==> src/rtl/startup_seq_pkg.sv <==
package startup_seq_pkg;

   typedef enum logic [1:0] {
      ST_CONFIG  = 2'd0,
      ST_STARTUP = 2'd1,
      ST_RUN     = 2'd2
   } seq_state_e;

   localparam int unsigned N_EVENTS = 3;
   localparam int unsigned EV_DONE  = 0;
   localparam int unsigned EV_GSR   = 1;
   localparam int unsigned EV_IO    = 2;

endpackage

==> src/rtl/cfg_len_counter.sv <==
module cfg_len_counter #(
   parameter int unsigned LEN_W = 16
) (
   input  logic             clk_i,
   input  logic             rst_ni,
   input  logic             init_i,
   input  logic [LEN_W-1:0] len_i,
   output logic             reached_o
);

   logic [LEN_W-1:0] edge_cnt;

   // counts edges with init high, holding once the length is reached
   always_ff @(posedge clk_i or negedge rst_ni) begin
      if (!rst_ni) begin
         edge_cnt <= '0;
      end else if (!init_i) begin
         edge_cnt <= '0;
      end else if (edge_cnt < len_i) begin
         edge_cnt <= edge_cnt + 1'b1;
      end
   end

   assign reached_o = init_i && (edge_cnt == len_i);

endmodule

==> src/rtl/done_sense.sv <==
module done_sense #(
   parameter int unsigned STAGES = 2
) (
   input  logic clk_i,
   input  logic rst_ni,
   input  logic pin_i,
   output logic rise_o
);

   logic [STAGES-1:0] chain;
   logic              last_q;

   always_ff @(posedge clk_i or negedge rst_ni) begin
      if (!rst_ni) begin
         chain  <= '0;
         last_q <= 1'b0;
      end else begin
         chain  <= {chain[STAGES-2:0], pin_i};
         last_q <= chain[STAGES-1];
      end
   end

   assign rise_o = chain[STAGES-1] & ~last_q;

endmodule

==> src/rtl/event_timer.sv <==
module event_timer #(
   parameter int unsigned CNT_W = 3
) (
   input  logic             clk_i,
   input  logic             rst_ni,
   input  logic             clr_i,
   input  logic             start_i,
   input  logic [CNT_W-1:0] target_i,
   output logic             fired_o
);

   logic             running;
   logic [CNT_W-1:0] elapsed;

   // fires target_i edges after the edge that samples start_i
   always_ff @(posedge clk_i or negedge rst_ni) begin
      if (!rst_ni) begin
         running <= 1'b0;
         elapsed <= '0;
         fired_o <= 1'b0;
      end else if (clr_i) begin
         running <= 1'b0;
         elapsed <= '0;
         fired_o <= 1'b0;
      end else if (!fired_o && !running && start_i) begin
         if (target_i == '0) begin
            fired_o <= 1'b1;
         end else begin
            running <= 1'b1;
            elapsed <= '0;
         end
      end else if (running) begin
         if ((elapsed + 1'b1) == target_i) begin
            fired_o <= 1'b1;
            running <= 1'b0;
         end else begin
            elapsed <= elapsed + 1'b1;
         end
      end
   end

endmodule

==> src/rtl/startup_sequencer.sv <==
module startup_sequencer
   import startup_seq_pkg::*;
#(
   parameter int unsigned LEN_W       = 16,
   parameter int unsigned DLY_W       = 3,
   parameter int unsigned MAX_DELAY   = 4,
   parameter int unsigned SYNC_STAGES = 2
) (
   input  logic             clk_i,
   input  logic             rst_ni,
   input  logic             init_i,
   input  logic [LEN_W-1:0] len_count_i,
   input  logic             end_frame_i,
   input  logic             done_pin_i,
   input  logic             sync_mode_i,
   input  logic [DLY_W-1:0] done_dly_i,
   input  logic [DLY_W-1:0] gsr_dly_i,
   input  logic [DLY_W-1:0] io_dly_i,
   output logic             done_drive_o,
   output logic             gsr_o,
   output logic             io_en_o
);

   localparam int unsigned TGT_W = $clog2(MAX_DELAY + 2);

   if (SYNC_STAGES < 2 || MAX_DELAY < 1 || LEN_W < 1 || DLY_W < 1) begin : g_param_check
      $error("startup_sequencer: illegal parameter set");
   end

   function automatic logic [TGT_W-1:0] clamp_dly(input logic [DLY_W-1:0] raw);
      if (int'(raw) > int'(MAX_DELAY)) begin
         return TGT_W'(MAX_DELAY);
      end
      return TGT_W'(raw);
   endfunction

   seq_state_e          state_q;
   logic                reached;
   logic                done_rise;
   logic                start_pulse;
   logic                clr;
   logic [N_EVENTS-1:0] fired;
   logic [N_EVENTS-1:0] ev_start;
   logic [TGT_W-1:0]    ev_target [N_EVENTS];
   logic [DLY_W-1:0]    ev_raw    [N_EVENTS];

   assign clr         = !init_i;
   assign start_pulse = (state_q == ST_CONFIG) && reached && end_frame_i;

   assign ev_raw[EV_DONE] = done_dly_i;
   assign ev_raw[EV_GSR]  = gsr_dly_i;
   assign ev_raw[EV_IO]   = io_dly_i;

   cfg_len_counter #(
      .LEN_W (LEN_W)
   ) u_len_cnt (
      .clk_i     (clk_i),
      .rst_ni    (rst_ni),
      .init_i    (init_i),
      .len_i     (len_count_i),
      .reached_o (reached)
   );

   done_sense #(
      .STAGES (SYNC_STAGES)
   ) u_done_sense (
      .clk_i  (clk_i),
      .rst_ni (rst_ni),
      .pin_i  (done_pin_i),
      .rise_o (done_rise)
   );

   for (genvar k = 0; k < N_EVENTS; k++) begin : g_event
      if (k == EV_DONE) begin : g_self
         // DONE counts from the first start-up edge
         assign ev_start[k]  = start_pulse;
         assign ev_target[k] = clamp_dly(ev_raw[k]) + 1'b1;
      end else begin : g_follow
         // reset release and I/O enable: free-running or tied to the sensed line
         assign ev_start[k]  = sync_mode_i ? (done_rise && fired[EV_DONE]) : start_pulse;
         assign ev_target[k] = sync_mode_i ? clamp_dly(ev_raw[k])
                                           : clamp_dly(ev_raw[k]) + 1'b1;
      end

      event_timer #(
         .CNT_W (TGT_W)
      ) u_timer (
         .clk_i    (clk_i),
         .rst_ni   (rst_ni),
         .clr_i    (clr),
         .start_i  (ev_start[k]),
         .target_i (ev_target[k]),
         .fired_o  (fired[k])
      );
   end

   always_ff @(posedge clk_i or negedge rst_ni) begin
      if (!rst_ni) begin
         state_q <= ST_CONFIG;
      end else if (clr) begin
         state_q <= ST_CONFIG;
      end else begin
         unique case (state_q)
            ST_CONFIG:  if (start_pulse) state_q <= ST_STARTUP;
            ST_STARTUP: if (&fired)      state_q <= ST_RUN;
            ST_RUN:     state_q <= ST_RUN;
            default:    state_q <= ST_CONFIG;
         endcase
      end
   end

   assign done_drive_o = !fired[EV_DONE];
   assign gsr_o        = !fired[EV_GSR];
   assign io_en_o      = fired[EV_IO];

endmodule

==> config.mk <==
export PLATFORM = sky130hd
export DESIGN_NAME = startup_sequencer
export DESIGN_NICKNAME = d
export VERILOG_FILES = /design/src/rtl/startup_seq_pkg.sv /design/src/rtl/cfg_len_counter.sv /design/src/rtl/done_sense.sv /design/src/rtl/event_timer.sv /design/src/rtl/startup_sequencer.sv
export SDC_FILE = /design/constraint.sdc
export NUM_CORES = 1
export LEC_CHECK = 0
export BUFFER_PORTS_ARGS = -buffer_cell sky130_fd_sc_hd__buf_2
export CAP_MARGIN = 20
export CORE_MARGIN = 8
export CORE_UTILIZATION = 53
export CTS_CLUSTER_SIZE = 16
export DETAILED_ROUTE_END_ITERATION = 10
export GPL_ROUTABILITY_DRIVEN = 0
export PLACE_DENSITY = 0.85
export SLEW_MARGIN = 10
export SYNTH_ARGS = -nofsm -noshare
export SYNTH_HDL_FRONTEND = slang
export SYNTH_SLANG_ARGS = --single-unit
==> constraint.sdc <==
create_clock -name clk_i -period 2.7 [get_ports clk_i]
set_clock_uncertainty 0.1 [all_clocks]
set_input_delay 0.27 -clock clk_i [delete_from_list [all_inputs] [get_ports clk_i]]
set_output_delay 0.27 -clock clk_i [all_outputs]
set_load 0.01 [all_outputs]
# ---- Word level (Yosys, flattened, before mapping)
# Index checks and enable logic that the tools add are counted.
dict set report classes {
  mux 63
  addsub 7
  n_bitwise 2
  eq_ne 24
  magnitude_cmp 4
  n_reduce_logical 28
}
# operator count
set ops {}
lappend ops {{3-bit 2-to-1 mux} 23}
lappend ops {{1-bit 2-to-1 mux} 34}
lappend ops {{16-bit 2-to-1 mux} 2}
lappend ops {{3-bit inequality test, second input constant} 7}
lappend ops {{3-bit AND reduction} 7}
lappend ops {{3-bit by 1-bit adder with 3-bit output, second input constant} 6}
lappend ops {{3-bit by 1-bit inequality test with 1-bit output, second input constant} 6}
lappend ops {{16-bit by 1-bit adder with 16-bit output, second input constant} 1}
lappend ops {{16-bit equality test} 1}
lappend ops {{16-bit less-than comparator} 1}
lappend ops {{3-bit by 2-bit inequality test with 1-bit output, second input constant} 4}
lappend ops {{1-bit logical AND} 10}
lappend ops {{3-bit equality test} 3}
lappend ops {{3-bit > comparator, second input constant} 3}
lappend ops {{3-bit zero test} 3}
lappend ops {{1-bit zero test} 6}
lappend ops {{2-bit 2-to-1 mux} 3}
lappend ops {{2-bit case mux with 3 select lines} 1}
lappend ops {{2-bit by 1-bit equality test with 1-bit output, second input constant} 1}
lappend ops {{2-bit equality test, second input constant} 1}
lappend ops {{2-bit zero test} 1}
lappend ops {{2-bit by 1-bit inequality test with 1-bit output, second input constant} 1}
lappend ops {{2-bit AND reduction} 1}
lappend ops {{1-bit AND} 1}
lappend ops {{1-bit inverter} 1}
dict set report totals {
  input_bits 31
  regBits 36
  output_inout_bits 3
}

# ---- Logic depth before layout (Yosys ltp)
# Gate-level depths: netlist of the first run.
dict set report depth {
  word_depth 10
  depth_mapped 9
  ltp_nobuf 8
}

# ---- Cells and area by module
# A second synthesis of the first run with hierarchy kept.
dict set report unflattened {
  cells_unflattened 291
  hier_area_um2 2720.1
}
# mod area_each_um2 n_inst cells_per_inst
set by_module_without_submodules {}
lappend by_module_without_submodules {cfg_len_counter 1353.8 1 159}
lappend by_module_without_submodules {event_timer 310.3 3 28}
lappend by_module_without_submodules {startup_sequencer 346.6 1 44}
lappend by_module_without_submodules {done_sense 88.8 1 4}

# ---- Worst setup path before layout of the first run
# Ideal clock, no wire load.
dict set report synth_path {
  path_kind {flip-flop to flip-flop}
  startpoint {register u_len_cnt.edge_cnt[13]}
  endpoint {register g_event[1].u_timer.elapsed[1]}
  path_slack_ns 0.209
  stages_incl_launch_ff 8
  setup_time_ns 0.120
  n_path_buf 0
  t_required_ns 2.480
  arrival_time_ns 2.271
  path_cell_list {dfrtp_1 ha_1 nand4_1 or3_1 or4_4 o21ai_2 nand2_1 a41o_1}
}
dict set report synth_via {
  elab_chain_cells 8
  word_cells_on_any_way 12
}
# element line_no
set synth_lines {}
lappend synth_lines {{start, declared} cfg_len_counter.sv:11} ;# logic [LEN_W-1:0] edge_cnt;
lappend synth_lines {{start signal, assigned} cfg_len_counter.sv:20} ;# edge_cnt <= edge_cnt + 1'b1;
lappend synth_lines {{16-bit equality test (*)} cfg_len_counter.sv:24} ;# assign reached_o = init_i && (edge_cnt == len_i);
lappend synth_lines {{1-bit logical AND (*)} cfg_len_counter.sv:24}
lappend synth_lines {{1-bit logical AND (*) (2 in series)} startup_sequencer.sv:48} ;# assign start_pulse = (state_q == ST_CONFIG) && reached && end_frame_i;
lappend synth_lines {{1-bit 2-to-1 mux (*)} startup_sequencer.sv:80} ;# assign ev_start[k] = sync_mode_i ? (done_rise && fired[EV_DONE]) : start_pulse;
lappend synth_lines {{1-bit logical AND (*)} event_timer.sv:25} ;# end else if (!fired_o && !running && start_i) begin
lappend synth_lines {{3-bit by 1-bit inequality test with 1-bit output (no line), or another cell as far along} --}
lappend synth_lines {{3-bit AND reduction (no line) / 3-bit 2-to-1 mux (equally long branches)} --}
lappend synth_lines {{end signal, assigned} event_timer.sv:37} ;# elapsed <= elapsed + 1'b1;
lappend synth_lines {{end, declared} event_timer.sv:13} ;# logic [CNT_W-1:0] elapsed;
# Mark *: on every way between the ends. The rest lies on a longest branch, timed or not.
# A chain may end at the register's enable or synchronous reset.

# ---- Worst setup path after layout of the first run
dict set report layout_path {
  startpoint {register u_len_cnt.edge_cnt[15]}
  endpoint {register g_event[1].u_timer.elapsed[1]}
}
# The elaborated chain is that of the path after synthesis.

==> results.sh, run 1 <==
export IMPL_run_status="complete, no violations"
export IMPL_cts_sink_count=36
export IMPL_synth_enable_flop_cells=0
export IMPL_total_core_area_mm2=0.005010
export IMPL_final_layout_size_suffix_gt1_share_pct=20.94
export IMPL_worst_skew_pair_late_latency_ns=0.30
export IMPL_hold_viol_final=0
export IMPL_final_total_negative_setup_slack_ns=0
export IMPL_whs_ns=0.2129
export IMPL_synth_cell_type_count=51
export IMPL_synth_largest_type_area_fraction_pct=33.20
export IMPL_synth_area_per_cell_um2=8.869
export IMPL_area_growth_synth_to_final_pct=20.75
export IMPL_vias=2528
export IMPL_maxClockFrequency_ghz=0.3793
export IMPL_synth_cell_area_mm2=0.002714
export IMPL_boundaryPins=34
export IMPL_tritoncts="done"
export IMPL_initial_core_util_pct=54.17
export IMPL_cp_required_ns=2.79
export IMPL_synth_top_cells_by_area="sky130_fd_sc_hd__dfrtp_1, sky130_fd_sc_hd__ha_1, sky130_fd_sc_hd__a21oi_1"
export IMPL_yosys_register_bits=36
export IMPL_ys_top_cells_by_count="sky130_fd_sc_hd__dfrtp_1, sky130_fd_sc_hd__a21oi_1, sky130_fd_sc_hd__ha_1, sky130_fd_sc_hd__inv_1, sky130_fd_sc_hd__nand2_1"
export IMPL_detail_route_iter0_violations=126
export IMPL_n_antenna_cell=0
export IMPL_cts_htree_levels=2
export IMPL_drv_cap=0
export IMPL_route_detailed_vias_per_inst=5.838
export IMPL_drtPass1Iterations=5
export IMPL_slew_violations=0
export IMPL_die_width_um=87.56
export IMPL_drc_errors=0
export IMPL_yosys_warnings=0
export IMPL_placedCellCount=411
export IMPL_yosys_cell_count_top_type="sky130_fd_sc_hd__dfrtp_1"
export IMPL_grt_max_degree=37
export IMPL_layout_worst_path_cycle_share_pct=97.64
export IMPL_final_power_mw=1.183
export IMPL_grt_pass1_wl_mm=10.75
export IMPL_grt_overflow=0
export IMPL_clk_transition_reported_paths_ns=0.08
export IMPL_final_setup_viol_count=0
export IMPL_floorplan_rows=26
export IMPL_max_vdd_ir_drop_mv=0.3360
export IMPL_final_cell_count_no_fill=433
export IMPL_layout_setup_ws_ns=0.06368
export IMPL_tightest_slew_ns=0.8300
export IMPL_dp_hpwl_mm=4.730
export IMPL_numCtsBuffers=5
export IMPL_ys_flop_type="sky130_fd_sc_hd__dfrtp_1"
export IMPL_max_clock_path_buffers=2
export IMPL_clock_tree_root_cell="sky130_fd_sc_hd__clkbuf_8"
export IMPL_top_fanout_value_on_the_critical_path=5
export IMPL_synth_top_area_cell="sky130_fd_sc_hd__dfrtp_1"
export IMPL_grt_antenna_before_repair=0
export IMPL_layout_min_cycle_time_ns=2.636
export IMPL_detail_route_antenna_nets=0
export IMPL_placement_setup_worst_slack_ns=-0.02259
export IMPL_postSynth_asyncResetShare_pct=100.0
export IMPL_vias_in_the_first_global_route=2485
export IMPL_cp_arrival_ns=2.73
export IMPL_yosysSeqAreaShare_pct=33.20
export IMPL_power_density_cell_area_mw_per_mm2=360.9
export IMPL_port_buffer_count=33
export IMPL_setup_worst_path_start_class="flop"
export IMPL_worstHoldPathType="input pin to flop"
export IMPL_global_route_usage_total_pct=17.42
export IMPL_wl_mm=6.596
export IMPL_timing_worst_setup_path_type="flop to flop"
export IMPL_power_leakage_nw=1.597
export IMPL_fp_dieArea_mm2=0.007666
export IMPL_synth_net_count=363
export IMPL_maxSlewHeadroom_pct=44.66
export IMPL_postSynthCellCount=306
export IMPL_critPathCaptureType="flop"
export IMPL_fp_dieH_um=87.56
export IMPL_wire_per_inst_um=15.23
export IMPL_final_net_count=419
[sequential cells by signal, indices dropped and copies added (netlist names)]
register and flops:
g_event.u_timer.running 3, u_done_sense.chain 2, g_event.u_timer.elapsed 9, u_done_sense.last_q 1, u_len_cnt.edge_cnt 16, state_q 2
g_event.u_timer.fired_o 3
[per-stage QoR]
step | util, % | area [um^2]
floorplan | - | 2714
global placement | 60.66 | 3039
detailed placement | 60.66 | 3039
CTS | 63.29 | 3171
global route | 65.41 | 3277
finish | 65.41 | 3277
[repair_timing]
| action | CTS | global route |
|---|---|---|
| hold buffers | 2 | 0 |
| setup endpoints to repair | 2 | 10 |
| setup buffers | 0 | 12 |
| pin swaps | 1 | 4 |
| gates resized for setup | 0 | 3 |
| endpoints found under the hold margin | 29 | 0 |
[worst max-delay path, cell delays in order (launching register included)]
cell and delay (ns):
sky130_fd_sc_hd__dfrtp_1 0.43, sky130_fd_sc_hd__ha_1 0.33, sky130_fd_sc_hd__nand4_1 0.13, sky130_fd_sc_hd__or3_4 0.41, sky130_fd_sc_hd__or4_4 0.58, sky130_fd_sc_hd__o21ai_4 0.22
sky130_fd_sc_hd__nand2_1 0.09, sky130_fd_sc_hd__a41o_1 0.24
[power by group]
part / switching (mW) / total (mW) / internal [mW]
Sequential: 0.00318 / 0.548 / 0.544
Combinational: 0.0861 / 0.148 / 0.0616
Clock: 0.214 / 0.487 / 0.273
[cell families after synthesis]
group           synth area share [%]
fa+ha+maj                      11.99
simple gates                   22.78
xor+xnor                       4.196
mux                            2.582
compound gates                 19.87
buf+inv                        5.394
flops                          33.19
[layer usage]
layer	routed length [um]	up-vias	track usage, %
li1	-	1249	-
met1	2908	1207	19.85
met2	3238	59	30.99
met3	337	13	4.128
met4	111	0	5.938
met5	0	-	0
[cell usage in the layout (no fill, tap or decap), drive strengths merged, types with 9 or more instances in the layout]
master and count:
or4 10, inv 26, xnor2 9, nand2 19, ha 26, nand4 10, buf 59, o31ai 10
nand3 14, a21oi 27, dfrtp 36, nor2 9
[worst paths after layout]
check                                       start                       endpoint  slack, ns  cells past startpoint
setup reg to reg           u_len_cnt.edge_cnt[15]  g_event[1].u_timer.elapsed[1]       0.06                      7
min in group asynchronous                  rst_ni          u_len_cnt.edge_cnt[9]       0.51                      2
setup / recovery           u_len_cnt.edge_cnt[15]  g_event[1].u_timer.elapsed[1]       0.06                      7
max in group asynchronous                  rst_ni     g_event[0].u_timer.fired_o       1.47                      2
hold / removal                             init_i                     state_q[0]       0.21                      3
hold reg to reg             u_done_sense.chain[0]          u_done_sense.chain[1]       0.25                      0
[cell type report]
cell class | instances | area (um^2)
inverters | 27 | 101.3
clock inverters | 3 | 42.54
well taps | 70 | 87.58
repair buffers | 61 | 380.4
fillers | 435 | 1733
multi-input cells | 231 | 1695
flip-flops and latches | 36 | 900.9
clock buffers | 5 | 68.82
(Power assumes the default switching activity.)
==> run 2: changes to the inputs <==
Settings changed: CORE_UTILIZATION 53 to 35, PLACE_DENSITY 0.85 to 0.63.
==> run 2 against run 1 <==
The flow now finishes with violations (negative hold slack). Critical path type unchanged. Core utilization down 22 points. Via count down 0.12%. Largest power group unchanged. Power down 8.0%. Design area up 0.95%. Setup slack better by 0.058 ns. Non-clock buffer count up 2. Worst hold slack worse by 0.24 ns. Count of clock-buffer cells in the layout up 3. Sequential cell count unchanged. Global-route usage down 5.5 points.
==> results.sh, run 2 (same netlist as run 1, synthesis figures left out) <==
export IMPL_final_layout_size_suffix_gt1_share_pct=21.10
export IMPL_wire_per_inst_um=13.68
export IMPL_cts_htree_levels=2
export IMPL_tritoncts="done"
export IMPL_use_met3_pct=2.540
export IMPL_failing_checks="negative hold slack"
export IMPL_floorplan_rows=32
export IMPL_area_growth_synth_to_final_pct=21.90
export IMPL_detail_route_iter0_violations=89
export IMPL_worst_skew_pair_late_latency_ns=0.29
export IMPL_clock_tree_root_cell="sky130_fd_sc_hd__clkbuf_8"
export IMPL_critPathCaptureType="flop"
export IMPL_dp_hpwl_mm=4.696
export IMPL_path_depth=7
export IMPL_detail_route_antenna_nets=0
export IMPL_top_usage_layer="met2"
export IMPL_crit_buf_inv=0
export IMPL_initial_core_util_pct=35.67
export IMPL_drv_cap=0
export IMPL_vias=2525
export IMPL_hold_viol_final=15
export IMPL_drtPass1Iterations=4
export IMPL_port_buffer_count=33
export IMPL_grtUsageMet2_pct=18.56
export IMPL_ff2ff_setup_slack_ns=0.12
export IMPL_layout_worst_path_cycle_share_pct=95.49
export IMPL_setup_worst_path_start_class="flop"
export IMPL_grt_pass1_wl_mm=11.01
export IMPL_cp_arrival_ns=2.66
export IMPL_tightest_slew_ns=0.8618
export IMPL_grt_overflow=0
export IMPL_largest_register="u_len_cnt.edge_cnt"
export IMPL_total_core_area_mm2=0.007607
export IMPL_power_leakage_nw=1.602
export IMPL_run_status="finished, violations left"
export IMPL_wl_mm=6.387
export IMPL_fp_dieH_um=104.1
export IMPL_reg2regPathDepth=7
export IMPL_layout_min_cycle_time_ns=2.578
export IMPL_power_density_cell_area_mw_per_mm2=328.9
export IMPL_cts_sink_count=36
export IMPL_global_route_usage_total_pct=11.94
export IMPL_final_setup_viol_count=0
export IMPL_fp_dieArea_mm2=0.01083
export IMPL_grt_max_degree=37
export IMPL_most_common_layout_cells="sky130_fd_sc_hd__dfrtp_1, sky130_fd_sc_hd__buf_2, sky130_fd_sc_hd__buf_4"
export IMPL_largest_register_ff_count=16
export IMPL_timing_worst_setup_path_type="flop to flop"
export IMPL_layout_commonest_cell="sky130_fd_sc_hd__dfrtp_1"
export IMPL_gr_usage_met1_pct=15.89
export IMPL_final_cell_count_no_fill=467
export IMPL_timing_critical_path_cells="ha_1 > nand4_1 > or3_4 > or4_4 > o21ai_4 > nand2_1 > a41o_1"
export IMPL_grt_antenna_before_repair=0
export IMPL_whs_ns=-0.02224
export IMPL_path_delay_family="simple AND/OR/NAND/NOR gates"
export IMPL_max_vdd_ir_drop_mv=0.1574
export IMPL_cp_required_ns=2.78
export IMPL_grt_setup_unrepaired="no"
export IMPL_clk_transition_reported_paths_ns=0.07
export IMPL_slowest_stage_delay_on_critical_path_ns=0.53
export IMPL_slew_violations=0
export IMPL_numCtsBuffers=5
export IMPL_finalCoreUtilization_pct=43.49
export IMPL_maxClockFrequency_ghz=0.3879
export IMPL_top_fanout_value_on_the_critical_path=5
export IMPL_route_detailed_vias_per_inst=5.407
export IMPL_die_width_um=104.1
export IMPL_final_net_count=421
export IMPL_drc_errors=0
export IMPL_worstHoldPathType="input pin to asynchronous set/reset pin"
export IMPL_critPathSlowestCell="sky130_fd_sc_hd__or4_4"
export IMPL_n_antenna_cell=0
export IMPL_max_clock_path_buffers=2
export IMPL_top_regs="u_len_cnt.edge_cnt: 16 flops, g_event.u_timer.elapsed: 9 flops"
export IMPL_placedCellCount=445
export IMPL_maxSlewHeadroom_pct=42.55
export IMPL_boundaryPins=34
export IMPL_vias_in_the_first_global_route=2391
run 2: changes by cell type in the layout (fill, tap and decap cells not counted):
cell	delta
sky130_fd_sc_hd__dlygate4sd3_1	-1
sky130_fd_sc_hd__clkinv_2	-1
sky130_fd_sc_hd__clkbuf_8	+1
sky130_fd_sc_hd__clkbuf_1	+2
sky130_fd_sc_hd__clkinvlp_4	-1
sky130_fd_sc_hd__buf_4	+3
sky130_fd_sc_hd__bufinv_16	-1
run 2: worst register-to-register path, cell delays in order (launching register included):
cell and delay, ns:
sky130_fd_sc_hd__dfrtp_1 0.40, sky130_fd_sc_hd__ha_1 0.31, sky130_fd_sc_hd__nand4_1 0.15, sky130_fd_sc_hd__or3_4 0.43
sky130_fd_sc_hd__or4_4 0.53, sky130_fd_sc_hd__o21ai_4 0.22, sky130_fd_sc_hd__nand2_1 0.10, sky130_fd_sc_hd__a41o_1 0.24
run 2: stage by stage:
step | total power, mW | cell area, um^2 | setup TNS [ns] | setup WS, ns | hold WS, ns
floorplan | 0.6373 | 2714 | 0 | 0.2087 | -0.1256
global placement | 0.6995 | 3094 | -0.007011 | -0.007011 | 0.2513
finish | 1.088 | 3308 | 0 | 0.1218 | -0.02224
CTS | 1.105 | 3202 | 0 | 0.0006717 | 0.01209
global route | 1.145 | 3308 | 0 | 0.01254 | 0.04096
detailed placement | 0.7022 | 3094 | -0.01270 | -0.01270 | 0.2536
run 2: cell type report:
cell class | instances | area, um^2
inverters | 27 | 101.3
repair buffers | 63 | 392.9
flip-flops and latches | 36 | 900.9
multi-input cells | 231 | 1695
fillers | 779 | 4299
clock buffers | 8 | 90.09
well taps | 102 | 127.6
run 2: path summary, 6_finish.rpt:
kind                                   startpoint                            end
setup / recovery           u_len_cnt.edge_cnt[13]  g_event[1].u_timer.elapsed[1]
hold / removal                             rst_ni          u_len_cnt.edge_cnt[6]
setup reg to reg           u_len_cnt.edge_cnt[13]  g_event[1].u_timer.elapsed[1]
hold reg to reg             u_done_sense.chain[0]          u_done_sense.chain[1]
max in group asynchronous                  rst_ni  g_event[2].u_timer.elapsed[1]
min in group clk_i                         init_i                     state_q[0]
run 2: report_power, final:
part	switching [mW]	internal, mW
combinational	0.0844	0.0604
clock	0.187	0.208
sequential	0.00273	0.545
run 2: repair_timing:
item,4_1_cts,5_1_grt
setup endpoints to repair,1,13
resized for setup,1,2
hold buffers,1,0
pin swaps,1,4
endpoints found under the hold margin,1,0
buffers inserted,0,13
run 2: routing by layer:
metal | wire [um] | share of wire [%]
met5 | 0 | 0
met4 | 104 | 1.6
met3 | 285 | 4.5
met2 | 2876 | 45
met1 | 3121 | 49
